<file path="config.mk">
export PLATFORM = sky130hd
export DESIGN_NAME = irqagg_top
export DESIGN_NICKNAME = d
export VERILOG_FILES = /design/src/rtl/irqagg_pkg.sv /design/src/rtl/irqagg_edge.sv /design/src/rtl/irqagg_maskbank.sv /design/src/rtl/irqagg_status.sv /design/src/rtl/irqagg_top.sv
export SDC_FILE = /design/constraint.sdc
export NUM_CORES = 1
export LEC_CHECK = 0
export BUFFER_PORTS_ARGS = -buffer_cell sky130_fd_sc_hd__buf_2
export CAP_MARGIN = 10
export CELL_PAD_IN_SITES_DETAIL_PLACEMENT = 1
export CELL_PAD_IN_SITES_GLOBAL_PLACEMENT = 1
export CORE_ASPECT_RATIO = 0.7
export CORE_MARGIN = 2
export CORE_UTILIZATION = 38
export DETAILED_ROUTE_END_ITERATION = 16
export PLACE_DENSITY_LB_ADDON = 0.05
export SLEW_MARGIN = 20
export SYNTH_ARGS = -nofsm -noshare
export SYNTH_HDL_FRONTEND = slang
export SYNTH_HIERARCHICAL = 1
export SYNTH_SLANG_ARGS = --single-unit
</file>
<file path="constraint.sdc">
create_clock -name clk -period 1.7 [get_ports clk]
set_input_delay 0.34 -clock clk [delete_from_list [all_inputs] [get_ports clk]]
set_output_delay 0.34 -clock clk [all_outputs]
set_load 0.02 [all_outputs]
</file>
<file path="src/rtl/irqagg_pkg.sv">
package irqagg_pkg;

   typedef enum logic [1:0] {
      RGN_NONE = 2'd0,
      RGN_STS  = 2'd1,
      RGN_LMSK = 2'd2,
      RGN_SMSK = 2'd3
   } irqagg_rgn_e;

   // which register group an address falls into
   function automatic irqagg_rgn_e rgn_of(input int addr, input int sts_base,
                                          input int lmsk_base, input int smsk_base,
                                          input int nbytes);
      if (addr >= sts_base && addr < sts_base + nbytes)   return RGN_STS;
      if (addr >= lmsk_base && addr < lmsk_base + nbytes) return RGN_LMSK;
      if (addr >= smsk_base && addr < smsk_base + nbytes) return RGN_SMSK;
      return RGN_NONE;
   endfunction

endpackage

</file>
<file path="src/rtl/irqagg_edge.sv">
module irqagg_edge #(
   parameter int W = 24
) (
   input  logic         clk,
   input  logic         rst_n,
   input  logic [W-1:0] lvl,
   output logic [W-1:0] rise
);
   logic [W-1:0] lvl_q;

   always_ff @(posedge clk) begin
      if (!rst_n) lvl_q <= '0;
      else        lvl_q <= lvl;
   end

   assign rise = lvl & ~lvl_q;
endmodule

</file>
<file path="src/rtl/irqagg_maskbank.sv">
module irqagg_maskbank #(
   parameter int              NUM_BYTES = 3,
   parameter int              BYTE_W    = 8,
   parameter logic [BYTE_W-1:0] RST_VAL = '1
) (
   input  logic                        clk,
   input  logic                        rst_n,
   input  logic [NUM_BYTES-1:0]        wr_sel,
   input  logic [BYTE_W-1:0]           wdata,
   output logic [NUM_BYTES*BYTE_W-1:0] word
);
   for (genvar i = 0; i < NUM_BYTES; i++) begin : g_byte
      logic [BYTE_W-1:0] q;
      always_ff @(posedge clk) begin
         if (!rst_n)        q <= RST_VAL;
         else if (wr_sel[i]) q <= wdata;
      end
      assign word[i*BYTE_W +: BYTE_W] = q;
   end
endmodule

</file>
<file path="src/rtl/irqagg_status.sv">
module irqagg_status #(
   parameter int         W    = 24,
   parameter logic [W-1:0] RSVD = '0
) (
   input  logic         clk,
   input  logic         rst_n,
   input  logic [W-1:0] set_vec,
   input  logic         clr,
   output logic [W-1:0] word
);
   logic [W-1:0] set_ok;
   assign set_ok = set_vec & ~RSVD;

   always_ff @(posedge clk) begin
      if (!rst_n)   word <= '0;
      else if (clr) word <= set_ok;          // a fresh edge survives the clear
      else          word <= word | set_ok;
   end
endmodule

</file>
<file path="src/rtl/irqagg_top.sv">
module irqagg_top
   import irqagg_pkg::*;
#(
   parameter int NUM_BYTES = 3,
   parameter int BYTE_W    = 8,
   parameter int ADDR_W    = 4,
   parameter int STS_BASE  = 0,
   parameter int LMSK_BASE = 4,
   parameter int SMSK_BASE = 8,
   parameter logic [NUM_BYTES*BYTE_W-1:0] RSVD_BITS = 24'h80_1000,
   parameter logic [BYTE_W-1:0] MASK_RST = '1
) (
   input  logic                        clk,
   input  logic                        rst_n,
   input  logic [NUM_BYTES*BYTE_W-1:0] evt_in,
   input  logic [ADDR_W-1:0]           reg_addr,
   input  logic                        reg_wr,
   input  logic [BYTE_W-1:0]           reg_wdata,
   output logic [BYTE_W-1:0]           reg_rdata,
   output logic                        irq_out
);
   localparam int W_TOTAL = NUM_BYTES * BYTE_W;
   localparam int N_ADDR  = 2 ** ADDR_W;

   if (STS_BASE + NUM_BYTES > LMSK_BASE || LMSK_BASE + NUM_BYTES > SMSK_BASE) begin : g_bad_order
      $error("irqagg_top: register groups overlap or are out of order");
   end
   if (SMSK_BASE + NUM_BYTES > N_ADDR) begin : g_bad_span
      $error("irqagg_top: address width too small for register map");
   end

   logic [NUM_BYTES-1:0] hit_sts, hit_lmsk, hit_smsk;
   logic [W_TOTAL-1:0]   rise_vec, sts_word, lmask_word, smask_word;
   logic                 sts_clr, irq_q;
   irqagg_rgn_e          rgn;

   assign rgn = rgn_of(int'(reg_addr), STS_BASE, LMSK_BASE, SMSK_BASE, NUM_BYTES);

   for (genvar i = 0; i < NUM_BYTES; i++) begin : g_dec
      assign hit_sts[i]  = (reg_addr == ADDR_W'(STS_BASE + i));
      assign hit_lmsk[i] = (reg_addr == ADDR_W'(LMSK_BASE + i));
      assign hit_smsk[i] = (reg_addr == ADDR_W'(SMSK_BASE + i));
   end

   assign sts_clr = reg_wr && (rgn == RGN_STS);

   irqagg_edge #(.W(W_TOTAL)) u_edge (
      .clk (clk), .rst_n (rst_n), .lvl (evt_in), .rise (rise_vec)
   );

   irqagg_maskbank #(.NUM_BYTES(NUM_BYTES), .BYTE_W(BYTE_W), .RST_VAL(MASK_RST)) u_lmask (
      .clk (clk), .rst_n (rst_n), .wr_sel (hit_lmsk & {NUM_BYTES{reg_wr}}),
      .wdata (reg_wdata), .word (lmask_word)
   );

   irqagg_maskbank #(.NUM_BYTES(NUM_BYTES), .BYTE_W(BYTE_W), .RST_VAL(MASK_RST)) u_smask (
      .clk (clk), .rst_n (rst_n), .wr_sel (hit_smsk & {NUM_BYTES{reg_wr}}),
      .wdata (reg_wdata), .word (smask_word)
   );

   irqagg_status #(.W(W_TOTAL), .RSVD(RSVD_BITS)) u_sts (
      .clk (clk), .rst_n (rst_n), .set_vec (rise_vec & ~smask_word),
      .clr (sts_clr), .word (sts_word)
   );

   always_ff @(posedge clk) begin
      if (!rst_n) irq_q <= 1'b0;
      else        irq_q <= |(sts_word & ~lmask_word);
   end
   assign irq_out = irq_q;

   always_comb begin
      reg_rdata = '0;
      for (int i = 0; i < NUM_BYTES; i++) begin
         if (hit_sts[i])  reg_rdata = sts_word[i*BYTE_W +: BYTE_W];
         if (hit_lmsk[i]) reg_rdata = lmask_word[i*BYTE_W +: BYTE_W];
         if (hit_smsk[i]) reg_rdata = smask_word[i*BYTE_W +: BYTE_W];
      end
   end
endmodule

</file>
==> results.md <==
* Endpoints failing hold at 0
* Clock latency of the later-clocked register in the worst-skew pair at 0.35 ns
* Leading cell types in the layout, fill and taps excluded: 79 x dfxtp_1, 66 x nor2b_1, 58 x nand2_1
* Required arrival time at the worst endpoint at 1.36 ns
* Number of buffers inserted by hold repair at cts at 0
* Status: finished with violations
* Netlist area before placement at ~4400 um2
* Antenna fix cells at 0
* Number of antenna violations at the first check in global routing at 0
* Hold WC Path Type: input port to flop
* Hold path depth at 2
* Dpl hpwl at 10.5 mm
* Final Wtd Congestion at 0.901
* Number of buffers created by CTS at 9
* Top-level port count at between 40 and 50
* Finished layout cell area at about 6000 um2
* DIE HEIGHT at between 90 and 100 um
* Most used routing layer: met2
* CTS clk-pin slew, worst paths at 0.06 ns
* Sequential Area at 1880 um2
* Congestion Overflow GR at 0
* Crit end category: output port
* Max Slew Vio Count at 0
* Cells on worst reg2reg path at 5
* Width of the die at 133 um
* Power per cell area at 874 nW/um2
* Total leakage power at 2.25 nW
* Die area at 12600 um2
* Launching element type of the critical path: input port
* Largest fanout of any net on the critical path at 7
* Reported max-cap violation count at 0
* Filler Cells Inserted at 1314
* Synth Instances at 492
* Met3 demand-to-capacity share in global routing at 0.0403
* TritonCTS clock tree: built
* Routed Antenna Nets at 0
* Vias in the first global route at 4083
* Pin count of the biggest net entering global routing at 36
* Number of warnings reported in the yosys synthesis log at 6
* Final setup vio count at 8
* Initial Utilization at 0.384
* Avg Vias per Cell at about 5.2
* Worst vdd rail ir drop at slightly above 600 uV
* Total vias in the final route at 3859
* Final period util at 1.12
* # port buffers at 45
* Root Buffer Master: clkbuf_16
* Count of clock tree sinks at a little over 90
* Global-route wire length before repair at 23.4 mm
* P&R area growth vs syn at 35.7%
* Final worst clock skew at roughly 0.0034 ns
* Layout cells sized above 1 at 0.334
* Max Clk Rate at 524 MHz
* Grt met2 use at 0.416
* Critical Setup Path Class: input port to output port
* Pwr Total at 5.27 mW
* H-tree depth reported by CTS at 3
* Placeable core region at 11600 um2
* RSZ-0062 raised after global routing: yes
* Count of unresolved DRC violations after routing at 0
* Total area of multi-input combinational cells at approximately 2600 um2
* Number of buffers on the longest clock path at 2
* Violated checks: negative setup slack
* Avg Synthesized Cell Area at 9.03 um2
* Fin nets at 615
* Wire length reported by the detailed router at 15.1 mm
* Global-route met1 utilization at 0.335
* Worst-case hold slack at about 0.20 ns
* PnR worst setup slack at -0.209 ns
* All-Layer GR Usage at 0.248
* Data arrival at the endpoint of the critical path at around 1.6 ns
* First-pass iteration count of the detailed router at 4
* Routed length per placed instance at 20.5 um
* Row Count at 33
* Leading cell type in the layout, fill and taps excluded: dfxtp_1
* Placed instance area at 5140 um2
* Initial detailed-routing violation count at 227
* Minimum period implied by the final worst setup slack at roughly 1.9 ns
==> power breakdown <==
group / internal (mW) / switching, mW / leakage, nW
Sequential: 2.23 / 0.0255 / 0.758
Clock: 1.43 / 0.846 / 0.156
Combinational: 0.358 / 0.385 / 1.34
Total: 4.01 / 1.26 / 2.25
==> sequential cells by signal, indices dropped and copies added, names as in the netlist <==
register / cells
irq_out: 1
u_sts/word: 22
u_lmask/g_byte.q: 24
u_smask/g_byte.q: 24
u_edge/lvl_q: 22
==> stage by stage <==
step	utilization	TNS, ns	setup slack (ns)	cells
after detailed placement	0.445	-13.37	-0.383	708
final	0.522	-1.34	-0.209	737
after global placement	0.445	-12.41	-0.356	708
after global routing	0.522	-1.67	-0.252	737
after CTS	0.510	-1.44	-0.214	736
after floorplan	-	-0.0893	-0.0744	493
==> worst paths after layout <==
| kind | startpoint | end | slack (ns) |
|---|---|---|---|
| worst max-delay path | reg_addr[1] | reg_rdata[1] | -0.21 |
| worst min-delay path | evt_in[3] | u_edge/lvl_q[3] | 0.20 |
| worst max register to register | u_sts/word[20] | irq_out | 0.31 |
| worst min register to register | u_smask/g_byte[2].q[7] | u_smask/g_byte[2].q[7] | 0.50 |
==> layout make-up <==
cell class                 count  area share
multi-input combinational    340       0.436
sequential                    93       0.312
timing repair buffer         105       0.148
clock buffer                  11      0.0386
tap                          157      0.0326
inverter                      27      0.0172
clock inverter                 4      0.0162
==> metal layers <==
| metal | vias to the layer above | routed length [um] |
|---|---|---|
| met4 | 0 | 241 |
| met2 | 83 | 6960 |
| met1 | 1935 | 7190 |
| li1 | 1823 | - |
| met3 | 18 | 708 |
| met5 | - | 0 |
==> critical path, cell delays in order <==
cell,delay (ns)
buf_8,0.11
nand2b_4,0.14
buf_8,0.14
buf_4,0.15
o22ai_4,0.19
a221oi_4,0.09
o31ai_4,0.24
buf_6,0.16
==> what timing repair did <==
item,in CTS,in global routing
pin swaps,26,17
resized for setup,75,32
setup buffers,14,2
cloned,1,0
setup endpoints to repair,8,8
No activity file was read; power rests on OpenSTA's default activity.
